### config.mk
export PLATFORM = sky130hd
export DESIGN_NAME = eic_ctrl
export DESIGN_NICKNAME = d
export VERILOG_FILES = /design/src/rtl/eic_pkg.sv /design/src/rtl/eic_rst_sync.sv /design/src/rtl/eic_pin_sync.sv /design/src/rtl/eic_cfg_regs.sv /design/src/rtl/eic_line_det.sv /design/src/rtl/eic_ctrl.sv
export SDC_FILE = /design/constraint.sdc
export NUM_CORES = 1
export LEC_CHECK = 0
export BUFFER_PORTS_ARGS = -buffer_cell sky130_fd_sc_hd__buf_2
export CELL_PAD_IN_SITES_DETAIL_PLACEMENT = 0
export CELL_PAD_IN_SITES_GLOBAL_PLACEMENT = 1
export CORE_ASPECT_RATIO = 0.5
export CORE_MARGIN = 5
export CORE_UTILIZATION = 36
export CTS_CLUSTER_DIAMETER = 100
export DETAILED_ROUTE_END_ITERATION = 10
export PLACE_DENSITY = 0.85
export RECOVER_POWER = 25
export SYNTH_ARGS = -nofsm -noshare
export SYNTH_HDL_FRONTEND = slang
export SYNTH_HIERARCHICAL = 1
export SYNTH_SLANG_ARGS = --single-unit
### constraint.sdc
create_clock -name clk -period 1.1 [get_ports clk]
set_input_delay 0.055 -clock clk [delete_from_list [all_inputs] [get_ports clk]]
set_output_delay 0.055 -clock clk [all_outputs]
set_load 0.1 [all_outputs]
### src/rtl/eic_pkg.sv
package eic_pkg;

  // Per-line trigger and gating configuration.
  typedef struct packed {
    logic en;    // request enable (mask)
    logic lvl;   // 1: level trigger, 0: edge trigger
    logic pol;   // level: active value; single edge: 1 rising, 0 falling
    logic both;  // edge mode: trigger on any change
  } line_cfg_t;

endpackage

### src/rtl/eic_rst_sync.sv
module eic_rst_sync (
  input  logic clk,
  input  logic rst_n_i,
  output logic rst_n_o
);

  logic stage1_q;
  logic stage2_q;

  // Asserts at once, releases on the second clock edge after deassertion.
  always_ff @(posedge clk or negedge rst_n_i) begin
    if (!rst_n_i) begin
      stage1_q <= 1'b0;
      stage2_q <= 1'b0;
    end else begin
      stage1_q <= 1'b1;
      stage2_q <= stage1_q;
    end
  end

  assign rst_n_o = stage2_q;

endmodule

### src/rtl/eic_pin_sync.sv
module eic_pin_sync #(
  parameter int W = 4
) (
  input  logic         clk,
  input  logic         rst_n,
  input  logic [W-1:0] pin_i,
  output logic [W-1:0] pin_o
);

  logic [W-1:0] meta_q;
  logic [W-1:0] sync_q;

  always_ff @(posedge clk or negedge rst_n) begin
    if (!rst_n) begin
      meta_q <= '0;
      sync_q <= '0;
    end else begin
      meta_q <= pin_i;
      sync_q <= meta_q;
    end
  end

  assign pin_o = sync_q;

endmodule

### src/rtl/eic_cfg_regs.sv
module eic_cfg_regs
  import eic_pkg::*;
#(
  parameter int N  = 4,
  parameter int DW = 32
) (
  input  logic                  clk,
  input  logic                  rst_n,
  input  logic                  we_i,
  input  logic [DW-1:0]         wdata_i,
  output logic [DW-1:0]         rdata_o,
  output line_cfg_t [N-1:0]     cfg_o,
  output logic [N-1:0]          ack_o
);

  localparam int F_EN   = 0;
  localparam int F_ACK  = N;
  localparam int F_LVL  = 2 * N;
  localparam int F_POL  = 3 * N;
  localparam int F_BOTH = 4 * N;
  localparam int USED   = 5 * N;

  logic [N-1:0] en_q,   en_d;
  logic [N-1:0] lvl_q,  lvl_d;
  logic [N-1:0] pol_q,  pol_d;
  logic [N-1:0] both_q, both_d;

  // Next-state decode of the write word.
  always_comb begin
    en_d   = wdata_i[F_EN   +: N];
    lvl_d  = wdata_i[F_LVL  +: N];
    pol_d  = wdata_i[F_POL  +: N];
    both_d = wdata_i[F_BOTH +: N];
  end

  // Stored fields, loaded only on a write strobe.
  always_ff @(posedge clk or negedge rst_n) begin
    if (!rst_n) begin
      en_q   <= '0;
      lvl_q  <= '1;
      pol_q  <= '0;
      both_q <= '0;
    end else if (we_i) begin
      en_q   <= en_d;
      lvl_q  <= lvl_d;
      pol_q  <= pol_d;
      both_q <= both_d;
    end
  end

  // Acknowledge is a one-cycle pulse taken straight from the write.
  assign ack_o = we_i ? wdata_i[F_ACK +: N] : '0;

  always_comb begin
    rdata_o                 = '0;
    rdata_o[F_EN   +: N]    = en_q;
    rdata_o[F_LVL  +: N]    = lvl_q;
    rdata_o[F_POL  +: N]    = pol_q;
    rdata_o[F_BOTH +: N]    = both_q;
  end

  for (genvar i = 0; i < N; i++) begin : g_cfg
    assign cfg_o[i] = '{en: en_q[i], lvl: lvl_q[i], pol: pol_q[i], both: both_q[i]};
  end

  logic unused_wbits;
  assign unused_wbits = ^wdata_i[DW-1:USED];

endmodule

### src/rtl/eic_line_det.sv
module eic_line_det
  import eic_pkg::*;
(
  input  logic      clk,
  input  logic      rst_n,
  input  line_cfg_t cfg_i,
  input  logic      ack_i,
  input  logic      pin_i,
  output logic      irq_o
);

  logic prev_q;
  logic latch_q, latch_d, latch_en;
  logic rise, fall, edge_hit;

  always_comb begin
    rise = pin_i & ~prev_q;
    fall = ~pin_i & prev_q;
    if (cfg_i.lvl)       edge_hit = 1'b0;
    else if (cfg_i.both) edge_hit = rise | fall;
    else                 edge_hit = cfg_i.pol ? rise : fall;
  end

  // A fresh edge wins over an acknowledge; level mode empties the latch.
  always_comb begin
    latch_en = edge_hit | ack_i | cfg_i.lvl;
    if (cfg_i.lvl)     latch_d = 1'b0;
    else if (edge_hit) latch_d = 1'b1;
    else               latch_d = 1'b0;
  end

  always_ff @(posedge clk or negedge rst_n) begin
    if (!rst_n) begin
      prev_q  <= 1'b0;
      latch_q <= 1'b0;
    end else begin
      prev_q <= pin_i;
      if (latch_en) latch_q <= latch_d;
    end
  end

  assign irq_o = cfg_i.en & (cfg_i.lvl ? (pin_i == cfg_i.pol) : latch_q);

  p_edge_sets_r5 : assert property (@(posedge clk) disable iff (!rst_n)
    edge_hit |=> latch_q);

  p_latch_source_r3 : assert property (@(posedge clk) disable iff (!rst_n)
    $rose(latch_q) |-> $past(edge_hit));

  p_ack_drops_r5 : assert property (@(posedge clk) disable iff (!rst_n)
    (latch_q && ack_i && !edge_hit) |=> !latch_q);

  p_level_empty_r9 : assert property (@(posedge clk) disable iff (!rst_n)
    cfg_i.lvl |=> !latch_q);

endmodule

### src/rtl/eic_ctrl.sv
module eic_ctrl
  import eic_pkg::*;
#(
  parameter int N        = 4,
  parameter int DW       = 32,
  parameter int CPU_W    = 8,
  parameter int CPU_BASE = 3
) (
  input  logic             clk,
  input  logic             rst_n,
  input  logic [N-1:0]     ext_pin_i,
  input  logic             cfg_we_i,
  input  logic [DW-1:0]    cfg_wdata_i,
  output logic [DW-1:0]    cfg_rdata_o,
  output logic [CPU_W-1:0] cpu_irq_o
);

  logic             rst_n_s;
  logic [N-1:0]     pin_s;
  logic [N-1:0]     ack;
  logic [N-1:0]     line_irq;
  line_cfg_t [N-1:0] cfg;

  eic_rst_sync u_rst (
    .clk     (clk),
    .rst_n_i (rst_n),
    .rst_n_o (rst_n_s)
  );

  eic_pin_sync #(.W(N)) u_sync (
    .clk   (clk),
    .rst_n (rst_n_s),
    .pin_i (ext_pin_i),
    .pin_o (pin_s)
  );

  eic_cfg_regs #(.N(N), .DW(DW)) u_regs (
    .clk     (clk),
    .rst_n   (rst_n_s),
    .we_i    (cfg_we_i),
    .wdata_i (cfg_wdata_i),
    .rdata_o (cfg_rdata_o),
    .cfg_o   (cfg),
    .ack_o   (ack)
  );

  for (genvar i = 0; i < N; i++) begin : g_line
    eic_line_det u_det (
      .clk   (clk),
      .rst_n (rst_n_s),
      .cfg_i (cfg[i]),
      .ack_i (ack[i]),
      .pin_i (pin_s[i]),
      .irq_o (line_irq[i])
    );

    p_mask_gate_r6 : assert property (@(posedge clk) disable iff (!rst_n_s)
      !cfg[i].en |-> !cpu_irq_o[CPU_BASE+i]);

    p_level_follow_r2 : assert property (@(posedge clk) disable iff (!rst_n_s)
      (cfg[i].en && cfg[i].lvl) |-> (cpu_irq_o[CPU_BASE+i] == (pin_s[i] == cfg[i].pol)));
  end

  // Line i lands on processor input CPU_BASE+i; all other inputs idle.
  always_comb begin
    cpu_irq_o = '0;
    for (int i = 0; i < N; i++) cpu_irq_o[CPU_BASE+i] = line_irq[i];
  end

endmodule

* Word-level counts from Yosys, hierarchy flattened
Index checks and enable logic that the tools add are counted.
** Word-level totals
- Word-level logic and storage cells :: 77
- Input bits :: 39
- Register bits after elaboration :: 34
** Cells by class
- Eq/ne operators :: 4
- Bitwise operators :: 32
- Multiplexer cells :: 25
** Operators with widths (count)
- $mux W1 :: 24
- $and A1 B1 Y1 :: 12
- $or A1 B1 Y1 :: 12
- $not A1 Y1 :: 8
- $eq A1 B1 Y1 :: 4
- $mux W4 :: 1

* Logic depth before layout (Yosys ltp)
- Depth after elaboration :: 7
- Mapped depth :: 5
- Depth with buffers taken out :: 5

* Modules after synthesis
The synthesis kept the hierarchy.
** Modules (own cells, without submodules)
- eic_cfg_regs :: area an instance 937.1 um^2, instances 1, seq. area each 405.4 um^2, cells an instance 71
- eic_line_det :: area an instance 146.4 um^2, instances 4, seq. area each 50.0 um^2, cells an instance 15
- eic_pin_sync :: area an instance 200.2 um^2, instances 1, seq. area each 200.2 um^2, cells an instance 8
- eic_rst_sync :: area an instance 53.8 um^2, instances 1, seq. area each 50.0 um^2, cells an instance 3
- eic_ctrl :: area an instance 33.8 um^2, instances 1, seq. area each 0.0 um^2, cells an instance 5

* Worst setup path before layout
OpenSTA, ideal clock, no wires.
- Path type :: register -> output
- Start point :: reg u_regs.lvl_q[0]
- End point :: out cpu_irq_o[3]
- Setup slack :: -1.637 ns
- Data arrival time :: 2.682 ns
- Cell stages (with the launch flop) :: 3
- Path buffers :: 0
- Cell sequence :: dfstp_2 -> nand2_1 -> o21ai_0
** Between the ends
- Word-level cells in the longest chain between the ends :: 2
** Ends and longest elaborated chain
- start, declared :: RTL line eic_cfg_regs.sv:24 : logic [N-1:0] lvl_q, lvl_d;
- start signal, assigned :: RTL line eic_cfg_regs.sv:45 : lvl_q <= lvl_d;
- $mux W1 :: RTL line eic_line_det.sv:42 : assign irq_o = cfg_i.en & (cfg_i.lvl ? (pin_i == cfg_i.pol) : latch_q);
- $and A1 B1 Y1 :: RTL line eic_line_det.sv:42
- end, declared :: RTL line eic_ctrl.sv:15 : output logic [CPU_W-1:0] cpu_irq_o
Every way passes these cells.

* Final worst setup path
- Start point :: reg u_sync.sync_q[3], in the netlist u_sync/pin_o[3]
- End point :: out cpu_irq_o[6]
** Between the ends
- Word-level cells in the longest chain between the ends :: 3
** Ends and longest elaborated chain
- start, declared :: RTL line eic_pin_sync.sv:11 : logic [W-1:0] sync_q;
- start signal, assigned :: RTL line eic_pin_sync.sv:19 : sync_q <= meta_q;
- $eq A1 B1 Y1 :: RTL line eic_line_det.sv:42
- $mux W1 :: RTL line eic_line_det.sv:42
- $and A1 B1 Y1 :: RTL line eic_line_det.sv:42
Every way passes these cells.

==> results.txt <==
Final Slew Violations -> 0
Period utilisation layout -> 128%
Worst slew pin tran -> 0.768 ns
Die Y -> 60.1 µm
Min Hold Slack -> 0.0714 ns
CTS tree -> yes
Post-synthesis sequential area ratio -> 47.3%
Status -> finished, violations left
Clk Latency, worst-skew pair -> 0.29 ns
Power density cells -> 1630 nW/µm²
R2R Setup Slk -> -0.29 ns
Crit path max fanout -> 2
Final setup margin -> -0.304 ns
Commonest cells in the netlist -> 36 x buf_4, 30 x dfrtp_1, 20 x mux2_4
Mean Syn Cell Area -> 12.3 µm²
Clock Sinks -> 34
Post-synth ARST share -> 100%
Drt wl/cell -> 12.4 µm
Post-synth top flop -> dfrtp_1
Most common cell in the netlist -> buf_4
CTS root buf -> clkbuf_8
Iteration count of the initial detailed-routing pass -> 2
Nets -> 277
Failing checks -> negative setup slack
CP Capture Type -> primary output
Die width -> 110 µm
Number of global-route vias before repair -> 1355
CP Launch Type -> flip-flop
Buffers added on ports -> 46
Initial Utilization -> 37.0%
Layout Cells excl Fill -> 301
Cell count after placement -> 255
Clock share of power -> 29.5%
Clock skew -> 0.00926 ns
Worst hold path class -> in -> async
FP Rows -> 18
Gpl congestion -> 0.776
Sequential power share -> 30.8%
Worst path arrival time -> 1.35 ns
Main combinational cell family by area after synthesis -> buffers and inverters
R2r startpoint -> u_sync/pin_o[3]
Setup_tns -> -2.34 ns
Post-Route WL -> 3720 µm
Ys Warns -> 6
GR Overflow Total -> 0
Drt drc -> 0
Final worst path period need -> 1.40 ns
Max-cap viol count -> 0
Initial antenna violation count -> 0
Post-route ant nets -> 0
Post-synth EDFFs -> 0
Top post-synthesis cells by area -> dfrtp_1 41%, mux2_4 17%, buf_4 15%, dfstp_2 5.8%, ha_1 5.5%
Final Hold Viols -> 0
CTS buffer count -> 5
H-tree depth -> 2
IO Pins -> 79
Synth Area in Adders -> 5.53%
Synth area leader -> dfrtp_1
Global-route wire length before repair -> 5910 µm
Maximum VDD drop -> 0.876 mV
Pwr Total -> 4.83 mW
Worst rel slew slack -> 48.8%
Synthesized instance count -> 147
Post-synth top area share -> 41.5%
Clock transition at path regs -> 0.07 ns
WP data required -> 1.04 ns
Core area -> 4890 µm²
Peak Freq -> 712 MHz
Clock buffer depth -> 2
Starting DRT DRC Count -> 12
Compound-gate portion of the synthesized area -> 4.15%
Sw Share -> 36.6%
RSZ-0062 raised after global routing -> yes
Pint -> 3.06 mW
Via count -> 1222
Final core utilization -> 60.8%
Dpl hpwl -> 2480 µm
Simple-gate share of the synthesized area -> 6.08%
Gr usage total -> 12.0%
Combinational share of power -> 39.7%
R2R Path End -> g_line[3].u_det/latch_q
Leakage -> 1.42 nW
Count of cell types in the netlist -> 16
Multiplexer share of the synthesized area -> 16.6%
Reg2Reg Depth -> 6
Synthesized flop and latch total -> 34
NetSw -> 1.77 mW
Ant diodes -> 0
Post-synthesis xor/xnor area fraction -> 1.94%
Crit path kind -> reg -> out
Layout area overhead -> 64.2%
Die area -> 6630 µm²
Largest net degree at the start of global routing -> 33
Share of cells above drive strength 1 -> 56.7%
Final setup vio count -> 14
Synthesized area -> 1810 µm²
Vias per cell -> 4.06
-- worst max-delay path: stages, from the launching register on --
cell     delay (ns)
dfrtp_1        0.40
buf_6          0.13
xor2_2         0.18
o21ai_4        0.17
buf_12         0.19
-- metrics by stage --
step | area (µm²) | worst slack, ns
detailed placement | 2370 | -0.117
finish | 2970 | -0.304
global route | 2970 | -0.348
floorplan | 1930 | -0.115
global placement | 2370 | -0.0644
CTS | 2900 | -0.297
-- flip-flops by register name (all words and copies together), names as in the netlist --
register	cells
g_line.u_det/latch_q	4
g_line.u_det/prev_q	4
u_regs/both_q	4
u_regs/en_q	4
u_regs/lvl_q	4
u_regs/pol_q	4
u_sync/meta_q	4
u_sync/pin_o	4
u_rst/rst_n_o	1
u_rst/stage1_q	1
-- cells by family (layout without fill, tap and decap cells) --
logic type	after synthesis	in the layout
AO/OA/AOI/OAI	12	12
XOR/XNOR	4	4
adder cells (fa/ha/maj)	8	8
buffers and inverters	46	112
flip-flops	34	34
multiplexers	20	20
other	3	21
AND/OR/NAND/NOR	20	20
-- layout by cell type, fill, tap and decap left out, types with 2 or more instances in the layout --
cell type	instances
buf_12	21
buf_2	25
inv_1	7
dlygate4sd3_1	21
o21ai_2	4
conb_1	21
ha_4	3
clkbuf_8	6
buf_4	11
bufinv_16	2
ha_2	5
dfstp_2	4
dfrtp_1	27
buf_6	16
dfrtp_2	3
a21oi_1	3
nand2b_1	4
mux2_4	20
xor2_2	3
and2_1	4
nand2_1	7
nand3b_1	4
o21ai_4	4
-- worst max-delay path by stage --
stage                    start                 endpoint  slack, ns
2_1_floorplan  u_sync/pin_o[0]             cpu_irq_o[3]      -0.11
3_3_place_gp   u_sync/pin_o[1]  g_line[1].u_det/latch_q      -0.06
3_5_place_dp   u_sync/pin_o[0]  g_line[0].u_det/latch_q      -0.12
4_1_cts        u_sync/pin_o[3]             cpu_irq_o[6]      -0.30
5_1_grt        u_sync/pin_o[3]             cpu_irq_o[6]      -0.35
6_report       u_sync/pin_o[3]             cpu_irq_o[6]      -0.30
-- timing repair --
| item | in CTS | in global routing |
|---|---|---|
| hold buffers | 21 | 0 |
| endpoints found under the hold margin | 22 | 0 |
| endpoints found under the setup margin | 15 | 16 |
| buffers inserted | 14 | 7 |
| gates resized for setup | 21 | 13 |
| gates cloned | 0 | 0 |
| pin swaps | 11 | 3 |
-- per-layer routing --
| metal | track usage (%) | vias up | share of wire (%) |
|---|---|---|---|
| li1 | - | 577 | - |
| met1 | 12.5 | 600 | 38 |
| met2 | 22.3 | 36 | 54 |
| met3 | 2.80 | 9 | 5.9 |
| met4 | 7.37 | 0 | 2.2 |
| met5 | 0 | - | 0 |
-- area by class of cell --
| class | count | area [µm²] |
|---|---|---|
| clock inverters | 2 | 60.1 |
| repair buffers | 96 | 1030 |
| well taps | 70 | 87.6 |
| clock buffers | 6 | 82.6 |
| flip-flops and latches | 34 | 860 |
| fillers | 356 | 1910 |
| multi-input cells | 85 | 823 |
| inverters | 8 | 32.5 |
-- power groups by stage --
stage          registers, mW  clock network [mW]  logic, mW
2_1_floorplan           1.49                   0       1.34
5_1_grt                 1.51                1.52       1.99
6_report                1.49                1.43       1.92
3_3_place_gp            1.51                   0       1.71
3_5_place_dp            1.51                   0       1.72
4_1_cts                 1.48                1.47       1.88
No activity file was read; power rests on OpenSTA's default activity.
